### config.mk
export PLATFORM = sky130hd
export DESIGN_NAME = acc8_core
export DESIGN_NICKNAME = d
export VERILOG_FILES = /design/src/rtl/acc8_pkg.sv /design/src/rtl/acc8_alu.sv /design/src/rtl/acc8_shift.sv /design/src/rtl/acc8_mem.sv /design/src/rtl/acc8_core.sv
export SDC_FILE = /design/constraint.sdc
export NUM_CORES = 2
export LEC_CHECK = 0
export CAP_MARGIN = 30
export CORE_UTILIZATION = 55
export DETAILED_ROUTE_END_ITERATION = 16
export DONT_BUFFER_PORTS = 1
export PLACE_DENSITY = 0.81
export SLEW_MARGIN = 20
export SYNTH_ARGS = -nofsm -noshare
export SYNTH_HDL_FRONTEND = slang
export SYNTH_HIERARCHICAL = 1
export SYNTH_SLANG_ARGS = --single-unit
### constraint.sdc
create_clock -name clk -period 19.17 [get_ports clk]
set_input_delay 2.8755 -clock clk [delete_from_list [all_inputs] [get_ports clk]]
set_output_delay 2.8755 -clock clk [all_outputs]
set_load 0.1 [all_outputs]
### src/rtl/acc8_pkg.sv
package acc8_pkg;
  localparam int DW        = 8;
  localparam int AW        = 8;
  localparam int RA_W      = AW + 1;
  localparam int ROM_BYTES = 1 << AW;
  localparam int RIDX      = 4;

  typedef enum logic [2:0] {
    S_FETCH, S_EXEC, S_STI, S_LDI1, S_LDI2, S_EXIT
  } state_e;

  typedef enum logic [2:0] {
    F_ADD, F_SUB, F_ADC, F_SBB, F_AND, F_OR, F_XOR, F_LD
  } alu_fn_e;

  typedef enum logic [1:0] {
    SH_SLL, SH_SRL, SH_RLC, SH_RRC
  } sh_fn_e;

  localparam logic [3:0] OP_ST   = 4'h8;
  localparam logic [3:0] OP_BRL  = 4'h9;
  localparam logic [3:0] OP_LDI  = 4'hA;
  localparam logic [3:0] OP_STI  = 4'hB;
  localparam logic [3:0] OP_ALUI = 4'hC;
  localparam logic [3:0] OP_BR   = 4'hD;
  localparam logic [3:0] OP_SH   = 4'hE;
  localparam logic [3:0] OP_IO   = 4'hF;

  localparam logic [DW-1:0] EXIT_CODE = '1;
endpackage

### src/rtl/acc8_alu.sv
module acc8_alu import acc8_pkg::*; #(
  parameter int W = DW
) (
  input  logic [2:0]   fn,
  input  logic [W-1:0] a,
  input  logic [W-1:0] b,
  input  logic         cin,
  output logic [W-1:0] y,
  output logic         cout,
  output logic         cwe
);
  logic [W:0] sum;
  logic [W:0] cext;
  logic [W:0] bext;

  assign cext = {{W{1'b0}}, cin};
  assign bext = {1'b0, b};

  always_comb begin
    sum  = '0;
    y    = a;
    cout = cin;
    cwe  = 1'b0;
    case (alu_fn_e'(fn))
      F_ADD: begin
        sum = {1'b0, a} + bext;
        y = sum[W-1:0]; cout = sum[W]; cwe = 1'b1;
      end
      F_SUB: begin
        sum = {1'b0, a} - bext;
        y = sum[W-1:0]; cout = ~sum[W]; cwe = 1'b1;
      end
      F_ADC: begin
        sum = {1'b0, a} + bext + cext;
        y = sum[W-1:0]; cout = sum[W]; cwe = 1'b1;
      end
      F_SBB: begin
        sum = {1'b0, a} - bext - ({(W+1){1'b0}} | {{W{1'b0}}, ~cin});
        y = sum[W-1:0]; cout = ~sum[W]; cwe = 1'b1;
      end
      F_AND:   y = a & b;
      F_OR:    y = a | b;
      F_XOR:   y = a ^ b;
      F_LD:    y = b;
      default: y = a;
    endcase
  end
endmodule

### src/rtl/acc8_shift.sv
module acc8_shift import acc8_pkg::*; #(
  parameter int W = DW
) (
  input  logic [1:0]   fn,
  input  logic [W-1:0] a,
  input  logic         cin,
  output logic [W-1:0] y,
  output logic         cout
);
  always_comb begin
    case (sh_fn_e'(fn))
      SH_SLL:  begin y = {a[W-2:0], 1'b0}; cout = a[W-1]; end
      SH_SRL:  begin y = {1'b0, a[W-1:1]}; cout = a[0];   end
      SH_RLC:  begin y = {a[W-2:0], cin};  cout = a[W-1]; end
      SH_RRC:  begin y = {cin, a[W-1:1]};  cout = a[0];   end
      default: begin y = a; cout = cin; end
    endcase
  end
endmodule

### src/rtl/acc8_mem.sv
module acc8_mem import acc8_pkg::*; #(
  parameter logic [DW*ROM_BYTES-1:0] PROG = '1
) (
  input  logic            clk,
  input  logic            rst_n,
  input  logic [RA_W-1:0] rd_addr,
  input  logic            we,
  input  logic [AW-1:0]   wa,
  input  logic [DW-1:0]   wd,
  output logic [DW-1:0]   rd_data
);
  localparam int DEPTH = 1 << AW;

  logic [DW-1:0]   ram [DEPTH];
  logic [DW-1:0]   ram_q;
  logic [RA_W-1:0] ra_q;

  always_ff @(posedge clk or negedge rst_n) begin
    if (!rst_n) ra_q <= '0;
    else        ra_q <= rd_addr;
  end

  always_ff @(posedge clk) begin
    if (we) ram[wa] <= wd;
    ram_q <= ram[rd_addr[AW-1:0]];
  end

  assign rd_data = ra_q[AW] ? ram_q : PROG[int'(ra_q[AW-1:0]) * DW +: DW];
endmodule

### src/rtl/acc8_core.sv
module acc8_core import acc8_pkg::*; #(
  parameter logic [DW*ROM_BYTES-1:0] PROG = '1
) (
  input  logic          clk,
  input  logic          rst_n,
  input  logic [DW-1:0] io_in,
  output logic [DW-1:0] io_out,
  output logic [DW-1:0] acc,
  output logic          halted
);
  state_e        state_q, state_d;
  logic [AW-1:0] pc_q, pc_d, ptr_q, ptr_d;
  logic [DW-1:0] acc_q, acc_d, ir_q, ir_d, out_q, out_d;
  logic          c_q, c_d;

  logic [RA_W-1:0] rd_addr;
  logic            mem_we;
  logic [AW-1:0]   mem_wa;
  logic [DW-1:0]   mem_wd;
  logic [DW-1:0]   rd_data;

  logic [AW-1:0] pc_inc;
  logic [2:0]    alu_fn;
  logic [DW-1:0] alu_y, sh_y;
  logic          alu_c, alu_cwe, sh_c;
  logic          br_taken;
  logic [AW-1:0] br_next;

  acc8_mem #(.PROG(PROG)) u_mem (
    .clk(clk), .rst_n(rst_n), .rd_addr(rd_addr), .we(mem_we),
    .wa(mem_wa), .wd(mem_wd), .rd_data(rd_data)
  );

  assign alu_fn = ir_q[DW-1] ? ir_q[2:0] : ir_q[6:4];

  acc8_alu #(.W(DW)) u_alu (
    .fn(alu_fn), .a(acc_q), .b(rd_data), .cin(c_q),
    .y(alu_y), .cout(alu_c), .cwe(alu_cwe)
  );

  acc8_shift #(.W(DW)) u_shift (
    .fn(ir_q[1:0]), .a(acc_q), .cin(c_q), .y(sh_y), .cout(sh_c)
  );

  function automatic logic [RA_W-1:0] reg_rd(input logic [RIDX-1:0] r);
    return {1'b1, {(AW-RIDX){1'b0}}, r};
  endfunction

  assign pc_inc = pc_q + 1'b1;

  always_comb begin
    case (ir_q[1:0])
      2'b00:   br_taken = 1'b1;
      2'b10:   br_taken = (acc_q == '0);
      2'b11:   br_taken = (acc_q != '0);
      default: br_taken = 1'b0;
    endcase
    br_next = br_taken ? rd_data : pc_inc;
  end

  always_comb begin
    state_d = state_q;
    pc_d    = pc_q;
    acc_d   = acc_q;
    c_d     = c_q;
    ir_d    = ir_q;
    out_d   = out_q;
    ptr_d   = ptr_q;
    rd_addr = {1'b0, pc_q};
    mem_we  = 1'b0;
    mem_wa  = {{(AW-RIDX){1'b0}}, ir_q[RIDX-1:0]};
    mem_wd  = acc_q;
    case (state_q)
      S_FETCH: begin
        ir_d = rd_data;
        if (rd_data == EXIT_CODE) begin
          state_d = S_EXIT;
        end else begin
          pc_d    = pc_inc;
          state_d = S_EXEC;
          if (!rd_data[DW-1] || rd_data[7:4] == OP_STI)
            rd_addr = reg_rd(rd_data[RIDX-1:0]);
          else
            rd_addr = {1'b0, pc_inc};
        end
      end
      S_EXEC: begin
        state_d = S_FETCH;
        if (!ir_q[DW-1]) begin
          acc_d = alu_y;
          if (alu_cwe) c_d = alu_c;
        end else begin
          case (ir_q[7:4])
            OP_ST: mem_we = 1'b1;
            OP_BRL: begin
              mem_we  = 1'b1;
              mem_wd  = pc_q;
              pc_d    = acc_q;
              rd_addr = {1'b0, acc_q};
            end
            OP_LDI: begin
              rd_addr = reg_rd(ir_q[RIDX-1:0]);
              state_d = S_LDI1;
            end
            OP_STI: begin
              ptr_d   = rd_data;
              state_d = S_STI;
            end
            OP_ALUI: begin
              acc_d   = alu_y;
              if (alu_cwe) c_d = alu_c;
              pc_d    = pc_inc;
              rd_addr = {1'b0, pc_inc};
            end
            OP_BR: begin
              pc_d    = br_next;
              rd_addr = {1'b0, br_next};
            end
            OP_SH: begin
              acc_d = sh_y;
              c_d   = sh_c;
            end
            OP_IO: begin
              out_d = acc_q;
              acc_d = io_in;
            end
            default: state_d = S_FETCH;
          endcase
        end
      end
      S_LDI1: begin
        rd_addr = {1'b1, rd_data};
        state_d = S_LDI2;
      end
      S_LDI2: begin
        acc_d   = rd_data;
        state_d = S_FETCH;
      end
      S_STI: begin
        mem_we  = 1'b1;
        mem_wa  = ptr_q;
        state_d = S_FETCH;
      end
      S_EXIT:  state_d = S_EXIT;
      default: state_d = S_FETCH;
    endcase
  end

  always_ff @(posedge clk or negedge rst_n) begin
    if (!rst_n) begin
      state_q <= S_FETCH;
      pc_q    <= '0;
      acc_q   <= '0;
      c_q     <= 1'b0;
      ir_q    <= '0;
      out_q   <= '0;
      ptr_q   <= '0;
    end else begin
      state_q <= state_d;
      pc_q    <= pc_d;
      acc_q   <= acc_d;
      c_q     <= c_d;
      ir_q    <= ir_d;
      out_q   <= out_d;
      ptr_q   <= ptr_d;
    end
  end

  assign io_out = out_q;
  assign acc    = acc_q;
  assign halted = (state_q == S_EXIT);
endmodule

==> Word-level counts from Yosys, hierarchy flattened <==
Memories as Yosys holds them, arrays and structs flattened. A register that Yosys moved wholly into a read port is not among the register bits.
Index checks and enable logic that the tools add are counted.
{ "op_classes": {"add_sub_neg": 5, "multipliers": 0, "n_div": 0, "magnitude_cmp": 0, "eq_ne": 30, "shift": 1, "n_mux": 37, "bitwise": 6, "n_reduce_logical": 18} }
{ "op_table": {"columns": ["operator", "count"], "rows": [
  ["2048-bit by 12-bit variable part select with 8-bit output, first input constant", 1],
  ["8-bit 2-to-1 mux", 9],
  ["8-bit case mux with 8 select lines", 1],
  ["8-bit case mux with 3 select lines", 2],
  ["4-bit == test, second input constant", 9],
  ["9-bit case mux with 4 select lines", 1],
  ["8-bit case mux with 2 select lines", 2],
  ["8-bit case mux with 4 select lines", 1],
  ["9-bit 2-to-1 mux", 3],
  ["9-bit case mux with 3 select lines", 1],
  ["3-bit == test, second input constant", 6],
  ["3-bit by 2-bit == test with 1-bit output, second input constant", 4],
  ["3-bit case mux with 4 select lines", 1],
  ["8-bit by 8-bit adder with 9-bit output", 1],
  ["9-bit by 1-bit adder with 9-bit output", 1],
  ["8-bit by 8-bit subtractor with 9-bit output", 1],
  ["9-bit by 1-bit subtractor with 9-bit output", 1],
  ["8-bit by 1-bit adder with 8-bit output, second input constant", 1],
  ["8-bit AND", 1],
  ["8-bit == test, second input constant", 1],
  ["8-bit logical NOT", 1],
  ["8-bit OR", 1],
  ["8-bit nonzero test", 1],
  ["8-bit XOR", 1],
  ["25 further kinds", 45]
]} }
{ "totals": {"register_bits": 53, "latch_bits": 0, "ram_bits": 2048, "mem_bits_ro": 0, "inputBits": 10, "out_inout_bits": 17, "elab_cells": 106, "n_memories": 1} }
{ "mem_list": {"columns": ["name", "depth", "word_bits", "rd", "rd_clocked_by_memory_dff", "wr", "line_no", "source"], "rows": [
  ["u_mem.ram", 256, 8, 1, 1, 1, "acc8_mem.sv:14", "logic [DW-1:0] ram [DEPTH];"]
]} }

==> Depth between registers and ports, before layout <==
{ "logic_depth": {"word_depth": 9, "depth_mapped": 20, "depth_no_buf": 17} }

==> Modules after synthesis <==
The synthesis kept the hierarchy.
{ "by_module_without_submodules": {"columns": ["module", "instances", "cells_each", "area_each_um2", "seq_area_each_um2"], "rows": [
  ["acc8_mem", 1, 3757, 79767.8, 61684.2],
  ["acc8_core", 1, 423, 3380.7, 1101.1],
  ["acc8_alu", 1, 271, 2000.7, 0.0],
  ["acc8_shift", 1, 14, 138.9, 0.0]
]} }

==> Worst setup path after synthesis <==
Ideal clock, no wire load.
{ "synth_path": {"kind": "register to register", "start": "reg ir_q[4]", "end": "mem u_mem.ram[0][0], data pin", "setup_ps": 2197, "arrival_time_ps": 11184, "t_required_ps": 16973, "setup_slack_ps": 5789, "path_stages_with_launch": 5, "n_path_buf": 2, "synth_period_minus_slack_ps": 13381, "cell_sequence": "dfrtp_1 > clkbuf_1 > clkbuf_1 > nand3_1 > o21ai_0"} }
{ "synth_between": {"elab_chain_cells": 4} }
{ "synth_rtl": {"columns": ["element", "line_no", "source"], "rows": [
  ["start, declared", "acc8_core.sv:13", "logic [DW-1:0] acc_q, acc_d, ir_q, ir_d, out_q, out_d;"],
  ["start signal, assigned", "acc8_core.sv:163", "ir_q <= ir_d;"],
  ["4-bit == test", "acc8_core.sv:93", "case (ir_q[7:4])"],
  ["8-bit 2-to-1 mux", "acc8_core.sv:93", null],
  ["8-bit 2-to-1 mux", "acc8_core.sv:89", "if (!ir_q[DW-1]) begin"],
  ["8-bit 2-to-1 mux", "acc8_core.sv:73", "case (state_q)"],
  ["named net mem_wd[0]", "acc8_core.sv:19", "logic [DW-1:0] mem_wd;"],
  ["end, declared", "acc8_mem.sv:14", null]
]} }
The timed path passes the listed nets, and every way through them passes these cells.

==> Worst setup path after layout <==
{ "layout_path": {"start": "reg acc_q[5] (netlist: acc[5])", "end": "reg u_mem.ram_q[5] (read register of u_mem.ram)"} }
{ "layout_between": {"elab_chain_cells": 6, "elab_cells_between_ends": 7, "cone_classes": "mux (5); reduce/logical (2)"} }
{ "layout_rtl": {"columns": ["element", "line_no", "source"], "rows": [
  ["start, declared", "acc8_core.sv:13", null],
  ["start signal, assigned", "acc8_core.sv:153", "acc_q <= '0;"],
  ["start signal, assigned", "acc8_core.sv:161", "acc_q <= acc_d;"],
  ["8-bit nonzero test / 8-bit logical NOT (equally long branches)", "acc8_core.sv:55, acc8_core.sv:54", null],
  ["1-bit case mux with 3 select lines *", "acc8_core.sv:52", "case (ir_q[1:0])"],
  ["8-bit 2-to-1 mux *", "acc8_core.sv:58", "br_next = br_taken ? rd_data : pc_inc;"],
  ["9-bit case mux with 4 select lines *", "acc8_core.sv:93", null],
  ["9-bit 2-to-1 mux *", "acc8_core.sv:89", null],
  ["9-bit case mux with 3 select lines *", "acc8_core.sv:73", null],
  ["named net rd_addr[0]", "acc8_core.sv:16", "logic [RA_W-1:0] rd_addr;"],
  ["end, declared", "acc8_mem.sv:15", "logic [DW-1:0] ram_q;"]
]} }
The timed path passes the listed nets; every way through them passes the cells marked *.
A chain may end at the register's enable or synchronous reset.

==> flow_metrics.tcl <==
set metrics [dict create \
    outcome "finished clean" \
    final_layout_size_suffix_gt1_share_pct 20.17 \
    critPathCaptureType "flop" \
    arrival_ns 8.67 \
    drt-pass1-iter-count 7 \
    p_leak_uw 0.03446 \
    yosysUniqueCellTypes 102 \
    synth.cell_area_um2 85290 \
    dp_hpwl_um 130600 \
    synth-edff-count 2048 \
    ys_ff_latch 2101 \
    layout_commonest_cell "edfxtp_1" \
    utilization_pct 61.25 \
    die_area_um2 156700 \
    ioPinCount 27 \
    synthTopCellsByArea "edfxtp_1 (72%), mux4_2 (11%), mux2i_1 (1.8%)" \
    core_um2 154000 \
    ctsLongestPathBuffers 3 \
    mostFrequentLayoutCells "edfxtp_1 (2048), mux4_2 (430), nor2_1 (329)" \
    synthToLayoutAreaGrowth_pct 10.64 \
    syn_avg_cell_area_um2 19.10 \
    cts_buffers 199 \
    rsz0062_at_grt "false" \
    finalSetupTns_ns 0 \
    synth_area_leader_cell "edfxtp_1" \
    gr-total-overflow 0 \
    worst_pin_slew_ns 1.111 \
    drtIter0Drc 7826 \
    critical_path_class "reg -> reg" \
    ys_seq_area_share_pct 73.62 \
    antenna_found_initial 6 \
    cts-hold-fix-buffers 0 \
    hold_viol 0 \
    skew_ns 0.05448 \
    crit_family "buffers and inverters" \
    cp.required_ns 19.79 \
    grt_max_degree 162 \
    grt_pass1_wl_um 321900 \
    drv_slew 0 \
    start_util_pct 55.36 \
    clock-sinks 2101 \
    hold_path.class "reg -> reg" \
    grt_pass1_vias 46650 \
    postCtsSetupBuffers 0 \
    critPathMaxStageDelay_ns 0.77 \
    synth_flop_cell "edfxtp_1" \
    root_buffer "clkbuf_16" \
    ir_drop_uv 86.15 \
    crit_path_start_kind "flop" \
    setup_viol 0 \
    std_cell_rows 144 \
    drtAntennaViolNets 0 \
    path_cells "buf_4 > or4_4 > o2111a_2 > a21o_1 > a211oi_2 > o221ai_1 > a41oi_4 > buf_12 > buf_4 > buf_12 > mux4_2 > mux4_2 > nand2_1 > o31ai_1 > nor3_1 > nor4_1" \
    die_h_um 395.8 \
    slew_headroom_pct 25.25 \
    crit_slowest_cell "nor3_1" \
    gp_congestion 0.9370 \
    drcViolationCount 0 \
    yosys_warnings 6 \
    die_x_um 395.8 \
    min_period_ns 8.051 \
    crit_fanout 110 \
    path_clk_slew_ns 0.06 \
    cap_viol_max_count 0 \
    period_share_pct 42.00 \
    wl_per_cell_um 33.64 \
    fmax_ghz 0.1242 \
    worst_skew_pair.late_latency_ns 0.85 \
    async_flop_share_pct 2.142 \
    synthCells 4465 \
    routed_via_density 7.025 \
    io_buffers 0 \
    synth_top_area_share_pct 72.11 \
    syn_nets 4506 \
    nNetsFinal 4567 \
    wl_um 226700 \
    num_vias 47340 \
    post_cts_resized 0 \
    cts_tree "done" \
    cp_num_buf_inv 4 \
    power.density_nw_per_um2 95.04 \
    htreeDepth 4 \
    grtUsageTotal_pct 28.49 \
]
[layer usage]
layer	share of wire (%)	vias up	global-route usage, %
li1	-	18470	-
met2	47	4026	44.35
met5	0.020	-	0
met4	7.1	6	17.24
met1	33	23900	36.26
met3	13	937	7.344
[cells in the mapped netlist (8+ instances only)]
cell	number
xor2_1	12
o221ai_1	50
nor2b_1	23
or4_1	8
buf_8	21
nand2_1	136
inv_1	54
nor3_1	34
o21ai_1	9
nand2b_1	22
buf_1	12
mux2_2	23
nor4_1	15
dfrtp_1	45
a221oi_1	15
nand3_1	55
o21ai_0	50
a22oi_1	134
buf_2	58
or3_1	8
mux4_1	25
mux2i_1	150
mux4_2	430
dfxtp_1	8
a22o_1	24
nand4_1	18
a21oi_1	132
edfxtp_1	2048
ha_1	29
a211oi_1	51
and2_1	18
nor2_1	335
buf_4	25
o31ai_1	8
o22ai_1	46
clkbuf_1	138
xnor2_1	9
buf_6	20
[state kept, by name (all words and copies together), names as in the netlist]
name / flops
acc: 8
u_mem/ram_q: 8
ir_q: 8
pc_q: 8
state_q: 3
u_mem/ra_q: 1
u_mem/ram: 2048
io_out: 8
ptr_q: 8
c_q: 1
[layout make-up]
| cell class | instances | area, um^2 |
|---|---|---|
| Tap cell | 2044 | 2557 |
| Timing Repair Buffer | 141 | 1316 |
| Clock buffer | 242 | 5214 |
| Inverter | 56 | 210.2 |
| Multi-Input combinational cell | 2027 | 20840 |
| Fill cell | 9993 | 59690 |
| Sequential cell | 2101 | 62790 |
| Clock inverter | 123 | 1428 |
| Antenna cell | 5 | 12.51 |
[worst register-to-register path: cells and delay by family, from the launching register on]
| kind | cells | cell delay [ns] |
|---|---|---|
| and+or+nand+nor | 4 | 1.72 |
| muxes | 2 | 1.25 |
| AOI/OAI and AO/OA | 6 | 2.06 |
| buffers and inverters | 4 | 2.46 |
| DFF | 1 | 0.36 |
[cells by family (layout without fill, tap and decap cells)]
| family | Yosys count | in the layout | share of synthesized area [%] |
|---|---|---|---|
| compound gates | 625 | 625 | 5.236 |
| fa+ha+maj | 31 | 31 | 0.4724 |
| other cells | 0 | 5 | 0 |
| flops | 2101 | 2101 | 73.62 |
| simple gates | 712 | 712 | 3.826 |
| xor+xnor | 24 | 24 | 0.2729 |
| mux | 635 | 635 | 14.31 |
| buf+inv | 337 | 562 | 2.265 |
[power by group]
| part | switching (uW) | internal, uW | leakage [uW] |
|---|---|---|---|
| Sequential | 0 | 4960 | 0.0249 |
| Combinational | 0.782 | 0.751 | 0.00635 |
| Clock | 1740 | 2270 | 0.00323 |
| Total | 1740 | 7230 | 0.0345 |
[path summary, 6_finish.rpt]
kind                               start        endpoint  slack [ns]  depth (start not counted)
worst max register to register    acc[5]  u_mem/ram_q[5]       11.12                         16
worst min register to register  ptr_q[0]        ptr_q[0]        0.50                          1
min in group asynchronous          rst_n          acc[5]        1.74                          0
worst max-delay path              acc[5]  u_mem/ram_q[5]       11.12                         16
max in group asynchronous          rst_n        ptr_q[7]       17.33                          0
worst min-delay path            ptr_q[0]        ptr_q[0]        0.50                          1
[per-stage QoR]
stage / setup slack [ns] / hold slack (ns) / power [uW] / std cells / cell area (um^2)
after floorplan: 5.789 / 0.4706 / 5059 / 4465 / 85290
after global placement: 11.38 / 0.4815 / 5059 / 6322 / 87160
after detailed placement: 11.37 / 0.4892 / 5059 / 6341 / 87350
after CTS: 11.33 / 0.5033 / 8989 / 6706 / 93990
after global routing: 10.84 / 0.5130 / 9159 / 6734 / 94350
final: 11.12 / 0.5015 / 8968 / 6739 / 94360
Note: power is estimated with default switching activity, not from simulation.
